===== config.mk =====
export PLATFORM = sky130hd
export DESIGN_NAME = cfg_load_ctrl
export DESIGN_NICKNAME = d
export VERILOG_FILES = /design/src/rtl/cfgld_pkg.sv /design/src/rtl/cfgld_decode.sv /design/src/rtl/cfgld_mode_regs.sv /design/src/rtl/cfgld_byte_stage.sv /design/src/rtl/cfg_load_ctrl.sv
export SDC_FILE = /design/constraint.sdc
export NUM_CORES = 1
export LEC_CHECK = 0
export ABC_CLOCK_PERIOD_IN_PS = 1370
export CORE_MARGIN = 3
export CORE_UTILIZATION = 32
export CTS_BUF_LIST = sky130_fd_sc_hd__clkbuf_2 sky130_fd_sc_hd__clkbuf_4 sky130_fd_sc_hd__clkbuf_8
export DETAILED_ROUTE_END_ITERATION = 16
export PLACE_DENSITY = 0.76
export SETUP_SLACK_MARGIN = 0.15
export SYNTH_ARGS = -nofsm -noshare
export SYNTH_HDL_FRONTEND = slang
export SYNTH_SLANG_ARGS = --single-unit

===== constraint.sdc =====
create_clock -name clk -period 1.37 [get_ports clk]
set_clock_uncertainty 0.1 [all_clocks]
set_input_delay 0.274 -clock clk [delete_from_list [all_inputs] [get_ports clk]]
set_output_delay 0.274 -clock clk [all_outputs]
set_load 0.02 [all_outputs]

===== src/rtl/cfgld_pkg.sv =====
package cfgld_pkg;
  localparam int FUNC_W = 5;

  localparam logic [FUNC_W-1:0] FC_DISARM  = 5'd9;
  localparam logic [FUNC_W-1:0] FC_T_READY = 5'd12;
  localparam logic [FUNC_W-1:0] FC_T_DONE  = 5'd13;
  localparam logic [FUNC_W-1:0] FC_T_INIT  = 5'd14;
  localparam logic [FUNC_W-1:0] FC_WRBYTE  = 5'd16;
  localparam logic [FUNC_W-1:0] FC_PULSE   = 5'd25;
  localparam logic [FUNC_W-1:0] FC_HOSTSRC = 5'd28;
  localparam logic [FUNC_W-1:0] FC_ARM     = 5'd30;

  typedef struct packed {
    logic arm;
    logic disarm;
    logic pulse;
    logic host;
    logic wr;
  } cmd_t;
endpackage


===== src/rtl/cfgld_decode.sv =====
module cfgld_decode
  import cfgld_pkg::*;
#(
  parameter int SUB_W     = 4,
  parameter int ADDR_SPAN = 16
) (
  input  logic              clk,
  input  logic              rst_n,
  input  logic              sel,
  input  logic              s1,
  input  logic [FUNC_W-1:0] func,
  input  logic [SUB_W-1:0]  sub,
  input  logic              armed,
  input  logic              prog,
  input  logic              pend,
  input  logic              st_ready,
  input  logic              st_done,
  input  logic              st_init,
  output cmd_t              cmd,
  output logic              q
);
  logic sub_ok;
  logic hit;
  logic resp;

  assign sub_ok = (int'(sub) < ADDR_SPAN);
  assign hit    = s1 & sel & sub_ok;

  always_comb begin
    resp = 1'b0;
    cmd  = '0;
    if (func == FC_ARM) begin
      resp    = 1'b1;
      cmd.arm = hit;
    end else if (armed) begin
      unique case (func)
        FC_DISARM: begin
          resp       = 1'b1;
          cmd.disarm = hit;
        end
        FC_PULSE: begin
          resp      = 1'b1;
          cmd.pulse = hit;
        end
        FC_HOSTSRC: begin
          resp     = 1'b1;
          cmd.host = hit;
        end
        FC_WRBYTE: begin
          resp   = !prog && !pend;
          cmd.wr = hit && !prog && !pend;
        end
        FC_T_READY: resp = st_ready;
        FC_T_DONE:  resp = st_done;
        FC_T_INIT:  resp = st_init;
        default:    resp = 1'b0;
      endcase
    end
  end

  always_ff @(posedge clk) begin
    if (!rst_n)  q <= 1'b0;
    else if (s1) q <= hit ? resp : 1'b0;
  end

  p_q_needs_sel_r11: assert property (@(posedge clk) disable iff (!rst_n)
    (s1 && !sel) |=> !q);
  p_q_held_r8: assert property (@(posedge clk) disable iff (!rst_n)
    !s1 |=> $stable(q));
  p_one_cmd_r3: assert property (@(posedge clk) disable iff (!rst_n)
    $onehot0(cmd));
endmodule


===== src/rtl/cfgld_mode_regs.sv =====
module cfgld_mode_regs
  import cfgld_pkg::*;
(
  input  logic clk,
  input  logic rst_n,
  input  logic s1,
  input  logic s2,
  input  logic clr,
  input  logic init,
  input  cmd_t cmd,
  output logic armed,
  output logic src_host,
  output logic prog
);
  always_ff @(posedge clk) begin
    if (!rst_n) begin
      armed    <= 1'b0;
      src_host <= 1'b0;
      prog     <= 1'b0;
    end else begin
      if (s2 && (clr || init)) armed <= 1'b0;
      else if (cmd.arm)        armed <= 1'b1;
      else if (cmd.disarm)     armed <= 1'b0;

      if (cmd.arm)       src_host <= 1'b0;
      else if (cmd.host) src_host <= 1'b1;

      if (s1) prog <= cmd.pulse;
    end
  end

  p_pulse_until_s1_r5: assert property (@(posedge clk) disable iff (!rst_n)
    !s1 |=> $stable(prog));
  p_src_only_at_s1_r4: assert property (@(posedge clk) disable iff (!rst_n)
    !s1 |=> $stable(src_host));
  p_clear_disarms_r10: assert property (@(posedge clk) disable iff (!rst_n)
    (s2 && (clr || init)) |=> !armed);
endmodule


===== src/rtl/cfgld_byte_stage.sv =====
module cfgld_byte_stage #(
  parameter int DATA_W = 8
) (
  input  logic              clk,
  input  logic              rst_n,
  input  logic              load,
  input  logic [DATA_W-1:0] din,
  input  logic              hold_off,
  input  logic              ready,
  output logic              pend,
  output logic              valid,
  output logic [DATA_W-1:0] dout
);
  always_ff @(posedge clk) begin
    if (!rst_n) begin
      pend <= 1'b0;
      dout <= '0;
    end else if (load) begin
      pend <= 1'b1;
      dout <= din;
    end else if (valid && ready) begin
      pend <= 1'b0;
    end
  end

  assign valid = pend && !hold_off;

  p_byte_held_r6: assert property (@(posedge clk) disable iff (!rst_n)
    (pend && !(valid && ready)) |=> (pend && $stable(dout)));
  p_no_strobe_in_pulse_r7: assert property (@(posedge clk) disable iff (!rst_n)
    hold_off |-> !valid);
  p_no_load_when_full_r6: assert property (@(posedge clk) disable iff (!rst_n)
    pend |-> !load);
endmodule


===== src/rtl/cfg_load_ctrl.sv =====
module cfg_load_ctrl
  import cfgld_pkg::*;
#(
  parameter int SUB_W     = 4,
  parameter int ADDR_SPAN = 16,
  parameter int DATA_W    = 8
) (
  input  logic              clk,
  input  logic              rst_n,
  input  logic              stn_sel,
  input  logic              s1_strobe,
  input  logic              s2_strobe,
  input  logic              bus_clear,
  input  logic              bus_init,
  input  logic [FUNC_W-1:0] func_code,
  input  logic [SUB_W-1:0]  sub_addr,
  input  logic [DATA_W-1:0] wr_data,
  input  logic              dev_ready,
  input  logic              dev_done,
  input  logic              dev_init,
  output logic              q_resp,
  output logic              prog_mode,
  output logic              src_host,
  output logic              prog_pulse,
  output logic              cfg_valid,
  input  logic              cfg_ready,
  output logic [DATA_W-1:0] cfg_data
);
  cmd_t cmd;
  logic pend;

  cfgld_decode #(.SUB_W(SUB_W), .ADDR_SPAN(ADDR_SPAN)) u_dec (
    .clk(clk), .rst_n(rst_n), .sel(stn_sel), .s1(s1_strobe),
    .func(func_code), .sub(sub_addr), .armed(prog_mode),
    .prog(prog_pulse), .pend(pend), .st_ready(dev_ready),
    .st_done(dev_done), .st_init(dev_init), .cmd(cmd), .q(q_resp)
  );

  cfgld_mode_regs u_mode (
    .clk(clk), .rst_n(rst_n), .s1(s1_strobe), .s2(s2_strobe),
    .clr(bus_clear), .init(bus_init), .cmd(cmd),
    .armed(prog_mode), .src_host(src_host), .prog(prog_pulse)
  );

  cfgld_byte_stage #(.DATA_W(DATA_W)) u_byte (
    .clk(clk), .rst_n(rst_n), .load(cmd.wr), .din(wr_data),
    .hold_off(prog_pulse), .ready(cfg_ready), .pend(pend),
    .valid(cfg_valid), .dout(cfg_data)
  );

  p_idle_when_disarmed_r3: assert property (@(posedge clk) disable iff (!rst_n)
    (s1_strobe && !prog_mode && func_code != FC_ARM) |=> (!q_resp && $stable(src_host)));
  p_arm_boot_r2: assert property (@(posedge clk) disable iff (!rst_n)
    (s1_strobe && stn_sel && func_code == FC_ARM && !(s2_strobe && (bus_clear || bus_init)))
      |=> (prog_mode && !src_host && q_resp));
endmodule


Word level (Yosys, flattened, before mapping)
Cells that the tools add are included. W data, S select, Z words.

Flip-flop bits (word level): 13. Latch bits: 0. Memory bits (writable): 0. Bits in read-only memories: 0. Output and inout bits: 13. Memories: 0.

Add/subtract/negate cells: 0. Multiply operators: 0. Div/mod/pow operators: 0. Magnitude comparators: 0. Equality and inequality tests: 8. Shifts and indexed selects: 0. Mux-type cells: 15. Bitwise operators: 2. Reduce and logical (&&, ||, !) cells: 14.

Operators by type and width (count): $eq A5 B4 Y1 const B (4); $eq A5 B5 Y1 const B (4); $mux W1 (12); $mux W4 (2); $logic_and A1 B1 Y1 (6); $pmux W1 S5 (1); $reduce_bool A2 Y1 (2); $reduce_or A2 Y1 (2); $reduce_or A3 Y1 (1); $logic_not A1 Y1 (2); $and A1 B1 Y1 (1); $logic_or A1 B1 Y1 (1); $not A1 Y1 (1).

Longest topological paths before layout
Gate-level depths: netlist of run 1.

Depth after elaboration: 8. Mapped depth: 5. Gate-level depth less buffers: 4.

Hierarchy
From an unflattened synthesis of run 1, not the netlist that was laid out.

Cell total of the unflattened synthesis: 66. Area, all modules: 624.3 um2.

By module, submodules not included: cfgld_byte_stage (instances 1, cells each 30, area an instance 341.6 um2, sequential area each 180.2 um2); cfgld_decode (instances 1, cells each 26, area an instance 173.9 um2, sequential area each 20.0 um2); cfgld_mode_regs (instances 1, cells each 10, area an instance 108.9 um2, sequential area each 60.1 um2).

Least setup slack after synthesis of run 1
OpenSTA, ideal clock, no wires.

Kind: reg-to-reg. Start point: register u_mode.prog. End point: register u_byte.dout[0]. Setup time: 124 ps. Arrival time: 1162 ps. Slack: -17 ps. Cell stages (with the launch flop): 6. Path buffers: 1. Period minus slack after synthesis: 1387 ps. Cell sequence: dfxtp_1 > nor4_4 > nand4_1 > buf_6 > mux2i_1 > nor2_1.

Word-level cells in the longest chain between the ends: 6.

RTL lines: start, declared (line cfgld_mode_regs.sv:13) `output logic prog`; start signal, assigned (line cfgld_mode_regs.sv:28) `if (s1) prog <= cmd.pulse;`; $logic_not A1 Y1 (line cfgld_decode.sv:51) `cmd.wr = hit && !prog && !pend;`; $logic_and A1 B1 Y1 (2 in series) (line cfgld_decode.sv:51); $mux W1 (line cfgld_decode.sv:36) `unique case (func)`; $mux W4 (line cfgld_decode.sv:35) `end else if (armed) begin`; $mux W4 (line cfgld_decode.sv:32) `if (func == FC_ARM) begin`; end signal, assigned (line cfgld_byte_stage.sv:20) `dout <= din;`; end, declared (line cfgld_byte_stage.sv:12) `output logic [DATA_W-1:0] dout`.

No other way between the ends. A chain may end at the register's enable or synchronous reset.

Worst setup path after layout of run 1
Start point: register u_mode.prog. End point: register u_byte.dout[1].

The elaborated chain is that of the path after synthesis.

==> summary.md, run 1 <==
| Metric | Value |
|---|---|
| Status | `complete, but fails checks` |
| Failing checks | `negative setup slack` |
| HP Start | `u_byte.dout[5]` |
| Final Hold Viols | `0` |
| Total power after layout | `0.000736 W` |
| Worst skew pair latency | `0.27 ns` |
| Crit path max fanout | `5` |
| Routed Antenna Nets | `0` |
| Hold Path End | `u_byte.dout[5]` |
| Gr usage total | `15.4%` |
| Classification of the worst setup path | `reg -> reg` |
| Util after Layout | `62.1%` |
| Post-synth EDFFs | `0` |
| Routed WL | `1760 um` |
| Max_slew headroom | `75.8%` |
| Synthesized netlist cell count | `67` |
| Cells on worst reg2reg path | `6` |
| Synth Warn # | `0` |
| Initial core utilization | `34.7%` |
| Max-cap violations | `0` |
| CP endpoint kind | `register` |
| Largest net degree at the start of global routing | `13` |
| # nets final | `148` |
| Hpwl dp | `1360 um` |
| Vias in the first global route | `676` |
| Yosys cell types | `23` |
| Post-synth ARST share | `0%` |
| Drt drc | `0` |
| Worst Setup Slack, final | `-0.112 ns` |
| First-pass GRT wire length | `2970 um` |
| Bufs on Longest Clock Path | `2` |
| Initial antenna violation count | `0` |
| Period utilisation layout | `108%` |
| Syn Area/Cell | `9.13 um2` |
| Seq/Total Area, Yosys | `42.5%` |
| Share of the synthesized area in the top cell type | `42.5%` |
| Setup TNS Final | `-0.589 ns` |
| Starting DRC count in detailed routing | `7` |
| # clock sinks | `13` |
| Pleak | `0.536 nW` |
| Die width | `49.7 um` |
| Hold path depth | `2` |
| Post-DR vias/cell | `4.74` |
| Peak VDD IR | `0.558 mV` |
| Worst reg2reg path startpoint | `u_mode.prog` |
| Clk root buf | `clkbuf_4` |
| Final min period | `1.48 ns` |
| Worst slew pin tran | `0.363 ns` |
| TritonCTS clock tree | `done` |
| Placer Congestion | `0.818` |
| Worst EP required | `1.43 ns` |
| Yosys reg bits | `13` |
| Hold/Removal Path Class | `reg -> reg` |
| RSZ-0062 raised after global routing | `true` |
| Pre-CTS WS | `-0.486 ns` |
| Remaining global-route overflow | `0` |
| Fmax | `675 MHz` |
| Post-synthesis cell area | `612 um2` |
| CP startpoint kind | `register` |
| CTS buffer count | `3` |
| R2r endpoint | `u_byte.dout[1]` |
| Cell taking the most area after synthesis | `dfxtp_1` |
| Fillers | `172` |
| Initial DRT Pass Iterations | `4` |
| Die Area | `2470 um2` |
| Layout cells sized above 1 | `35.3%` |
| Ys flop type | `dfxtp_1` |
| Core ar. | `1760 um2` |
| Die height | `49.7 um` |
| Htree depth | `1` |
| Worst reg2reg setup slack | `-0.11 ns` |
| Signal arrival time at the worst endpoint | `1.54 ns` |
| Final Max Tran Viols | `0` |
| Area Growth Syn to Fin | `78.9%` |
| Top cells by area, synth | `dfxtp_1 (43%), mux2i_1 (13%), nor2_1 (6.1%)` |
| I/O pins | `41` |
| Worst Hold Margin | `0.396 ns` |
| Net Count, Synth | `95` |
| Setup violations, final | `10` |
| Clock slew at reported path FFs | `0.07 ns` |
| # diodes | `0` |
| Vias | `682` |
| Top-count cell post-synth | `dfxtp_1` |
| Commonest cells in the netlist | `dfxtp_1 (13), nor2_1 (10), mux2i_1 (8), a21oi_1 (5), inv_1 (4)` |
| Number of placement rows | `15` |
| PD cells | `672 nW/um2` |
| WL/cell | `12.2 um` |
| Port bufs | `36` |
power by group:
part / switching, W / internal, W / total (W)
clock network: 0.000111 / 0.000133 / 0.000244
logic: 0.0000385 / 0.0000769 / 0.000115
registers: 0.000000152 / 0.000376 / 0.000376
total: 0.000150 / 0.000585 / 0.000736
placed cells by master, fill, tap and decap left out, types with 2 or more instances in the layout:
cell type	n
dlygate4sd2_1	5
buf_4	11
buf_2	10
nand4_1	2
clkbuf_4	4
a21oi_1	4
o21ai_0	3
and3_1	2
mux2i_1	7
nor2_1	10
clkdlybuf4s50_1	16
inv_1	4
nand3b_1	2
nor3_1	2
buf_6	6
dfxtp_1	10
dfxtp_2	2
nand2_1	3
cell families (layout without fill, tap and decap cells):
family | Yosys count | after routing | share of synthesized area [%]
flip-flops | 13 | 13 | 42.5
buffers and inverters | 6 | 58 | 5.73
AO/OA/AOI/OAI | 11 | 11 | 10.0
AND/OR/NAND/NOR | 29 | 29 | 28.6
multiplexers | 8 | 8 | 13.1
worst max path at each step:
stage | start | to | slack [ns] | cells past startpoint
2_1_floorplan | u_byte.pend | u_byte.dout[0] | 0.12 | 5
6_report | u_mode.prog | u_byte.dout[1] | -0.11 | 6
4_1_cts | u_byte.pend | u_byte.dout[1] | -0.1 | 5
3_5_place_dp | func_code[2] | u_byte.dout[1] | -0.49 | 6
3_3_place_gp | func_code[2] | u_byte.dout[0] | -0.41 | 6
5_1_grt | u_byte.pend | u_byte.dout[1] | -0.20 | 5
through the flow:
stage          std cells  instance area, um2
6_report             144                1090
3_3_place_gp         135                1060
2_1_floorplan         67                 618
5_1_grt              144                1090
3_5_place_dp         135                1060
4_1_cts              142                1080
sequential cells by signal, indices dropped and copies added (netlist names):
name	flops
u_dec.q	1
u_mode.armed	1
u_byte.dout	8
u_byte.pend	1
u_mode.prog	1
u_mode.src_host	1
cell type report:
cell class	count	area (um2)	area share, %
clock buffers	4	30.0	2.74
inverters	4	15.0	1.37
multi-input cells	48	333	30.4
flip-flops and latches	13	267	24.3
well taps	25	31.3	2.86
repair buffers	50	419	38.3
per-layer routing:
metal	GRT usage, %	routed length [um]
met5	0	0
met4	7.37	53
met3	4.23	65
met2	26.9	949
met1	17.1	694
worst max-delay path, stage by stage (launching register included):
cell     delay (ns)
dfxtp_4        0.35
buf_6          0.12
nor4_4         0.15
nand4_1        0.21
buf_6          0.19
mux2i_2        0.18
nor2_1         0.06
timing repair:
action                                  in CTS  in global routing
hold buffers                                 0                  0
buffers inserted                             2                  2
endpoints found under the setup margin      26                 14
endpoints found under the hold margin        0                  0
cloned                                       1                  0
pin swaps                                    4                  3
gates resized for setup                     68                  8
Power figures use the tool's default switching activity.
==> run 2, diff against run 1 <==
--- a/config.mk
+++ b/config.mk
@@ -11,7 +11,7 @@
 export CTS_BUF_LIST = sky130_fd_sc_hd__clkbuf_2 sky130_fd_sc_hd__clkbuf_4 sky130_fd_sc_hd__clkbuf_8
 export DETAILED_ROUTE_END_ITERATION = 16
 export PLACE_DENSITY = 0.76
-export SETUP_SLACK_MARGIN = 0.15
+export SETUP_SLACK_MARGIN = 0.05
 export SYNTH_ARGS = -nofsm -noshare
 export SYNTH_HDL_FRONTEND = slang
 export SYNTH_SLANG_ARGS = --single-unit
==> run 2 against run 1 <==
The flow still finishes with violations (negative setup slack). Power increased by 1.4%. Combinational power fell by 4%. Cell count shrank 3.5%. Sequential power about the same.
==> summary.md, run 2 (synthesized netlist as in run 1, its figures left out) <==
| Metric | Value |
|---|---|
| Status | `complete, but fails checks (unchanged)` |
| Failing checks | `negative setup slack (unchanged)` |
| Hpwl dp | `1320 um (was 1360 um)` |
| Number of placement rows | `15 (unchanged)` |
| CP endpoint kind | `register (unchanged)` |
| CTS buffer count | `3 (unchanged)` |
| Die height | `49.7 um (unchanged)` |
| # diodes | `0 (unchanged)` |
| Worst path most repeated cell | `buf_6 (unchanged)` |
| Area Growth Syn to Fin | `75.7% (was 78.9%)` |
| Hold/Removal Path Class | `in -> reg (was reg -> reg)` |
| Reg with most FFs | `u_byte.dout (unchanged)` |
| Max FFs per register | `8 (unchanged)` |
| CP startpoint kind | `register (unchanged)` |
| Worst Setup Slack, final | `-0.134 ns (was -0.112 ns)` |
| Initial core utilization | `34.7% (unchanged)` |
| Remaining global-route overflow | `0 (unchanged)` |
| Starting DRC count in detailed routing | `1 (was 7)` |
| Fmax | `665 MHz (was 675 MHz)` |
| Final min period | `1.50 ns (was 1.48 ns)` |
| TritonCTS clock tree | `done (unchanged)` |
| Port bufs | `36 (unchanged)` |
| RSZ-0062 raised after global routing | `true (unchanged)` |
| Initial DRT Pass Iterations | `4 (unchanged)` |
| Vias in the first global route | `654 (was 676)` |
| Commonest cells after routing, fill and taps aside | `clkdlybuf4s50_1 (18), dfxtp_1 (11), nor2_1 (10) (was clkdlybuf4s50_1 (16), buf_4 (11), nor2_1 (10), buf_2 (10), dfxtp_1 (10))` |
| Max-cap violations | `0 (unchanged)` |
| Util after Layout | `60.9% (was 62.1%)` |
| Pleak | `0.520 nW (was 0.536 nW)` |
| Crit path max fanout | `9 (was 5)` |
| Placer Congestion | `0.813 (was 0.818)` |
| WL/cell | `11.9 um (was 12.2 um)` |
| Gr usage total | `15.2% (was 15.4%)` |
| Period utilisation layout | `110% (was 108%)` |
| Commonest non-fill, non-tap cell in the layout | `clkdlybuf4s50_1 (unchanged)` |
| I/O pins | `41 (unchanged)` |
| PD cells | `694 nW/um2 (was 672 nW/um2)` |
| Cell Chain, Critical Path | `buf_6 > nor4_4 > nand4_1 > buf_6 > mux2i_1 > nor2_1 (was buf_6 > nor4_4 > nand4_1 > buf_6 > mux2i_2 > nor2_1)` |
| Layout cells sized above 1 | `28.9% (was 35.3%)` |
| Max_slew headroom | `77.2% (was 75.8%)` |
| Worst Hold Margin | `0.258 ns (was 0.396 ns)` |
| Vias | `644 (was 682)` |
| Signal arrival time at the worst endpoint | `1.56 ns (was 1.54 ns)` |
| Slowest stage delay, CP | `0.35 ns (about the same)` |
| Core ar. | `1760 um2 (unchanged)` |
| Peak VDD IR | `0.520 mV (was 0.558 mV)` |
| Clk root buf | `clkbuf_4 (unchanged)` |
| Setup violations, final | `9 (was 10)` |
| Routed Antenna Nets | `0 (unchanged)` |
| Fin cells | `139 (was 144)` |
| Final Max Tran Viols | `0 (unchanged)` |
| Worst skew pair latency | `0.28 ns (was 0.27 ns)` |
| Die Area | `2470 um2 (unchanged)` |
| CTS Hold Buffers Added | `0 (unchanged)` |
| Bufs on Longest Clock Path | `2 (unchanged)` |
| Final Hold Viols | `0 (unchanged)` |
| Clock slew at reported path FFs | `0.08 ns (was 0.07 ns)` |
| First-pass GRT wire length | `2830 um (was 2970 um)` |
| Crit path max-delay cell type | `dfxtp_4 (unchanged)` |
| Die width | `49.7 um (unchanged)` |
| Initial antenna violation count | `0 (unchanged)` |
| # clock sinks | `13 (unchanged)` |
| Worst slew pin tran | `0.342 ns (was 0.363 ns)` |
| Post-DR vias/cell | `4.63 (was 4.74)` |
| Classification of the worst setup path | `reg -> reg (unchanged)` |
| Largest net degree at the start of global routing | `13 (unchanged)` |
| Htree depth | `1 (unchanged)` |
| Inst Count DP | `135 (unchanged)` |
| Drt drc | `0 (unchanged)` |
| # nets final | `143 (was 148)` |
| Worst EP required | `1.43 ns (about the same)` |
| Routed WL | `1650 um (was 1760 um)` |
==> run 2: worst max-delay path, delay by kind of cell, from the launching register on <==
kind | cells | cell delay, ns
buf+inv | 2 | 0.30
flops | 1 | 0.35
mux | 1 | 0.15
simple gates | 3 | 0.48
==> run 2: repair_timing <==
item	in CTS	in global routing
endpoints found under the setup margin	25	20
resized for setup	37	12
pin swaps	2	0
setup buffers	0	0
hold endpoints to repair	0	0
==> run 2: through the flow <==
stage	setup TNS (ns)	power (W)	instance area (um2)	setup WS, ns
floorplan	0	0.000409	617	0.0510
global placement	-4.38	0.000495	1060	-0.379
detailed placement	-4.78	0.000497	1060	-0.428
CTS	-1.14	0.000756	1100	-0.131
global route	-2.11	0.000785	1070	-0.247
finish	-1.05	0.000746	1070	-0.134
==> run 2: layout make-up <==
type                    count  area, um2
fillers                   176        689
repair buffers             45        407
multi-input cells          48        327
flip-flops and latches     13        265
well taps                  25       31.3
clock buffers               4       30.0
inverters                   4       15.0
==> run 2: path summary, 6_finish.rpt <==
path                            slack [ns]        endpoint  cells past startpoint           start
worst max-delay path                 -0.13  u_byte.dout[0]                      6     u_mode.prog
worst min-delay path                  0.26     u_mode.prog                      3    func_code[4]
worst max register to register       -0.13  u_byte.dout[0]                      6     u_mode.prog
worst min register to register        0.41  u_byte.dout[5]                      2  u_byte.dout[5]
==> run 2: layer usage <==
layer	vias up	part of all wire, %	global-route usage (%)
met2	23	51	25.8
met5	-	0	0
met1	287	38	16.0
met4	0	1.9	6.91
met3	5	8.8	6.95
li1	329	-	-
==> run 2: power breakdown <==
| part | switching (W) | total [W] | internal [W] |
|---|---|---|---|
| clock network | 0.000127 | 0.000260 | 0.000133 |
| registers | 0.000000156 | 0.000376 | 0.000376 |
| logic | 0.0000365 | 0.000110 | 0.0000737 |
| total | 0.000163 | 0.000746 | 0.000582 |
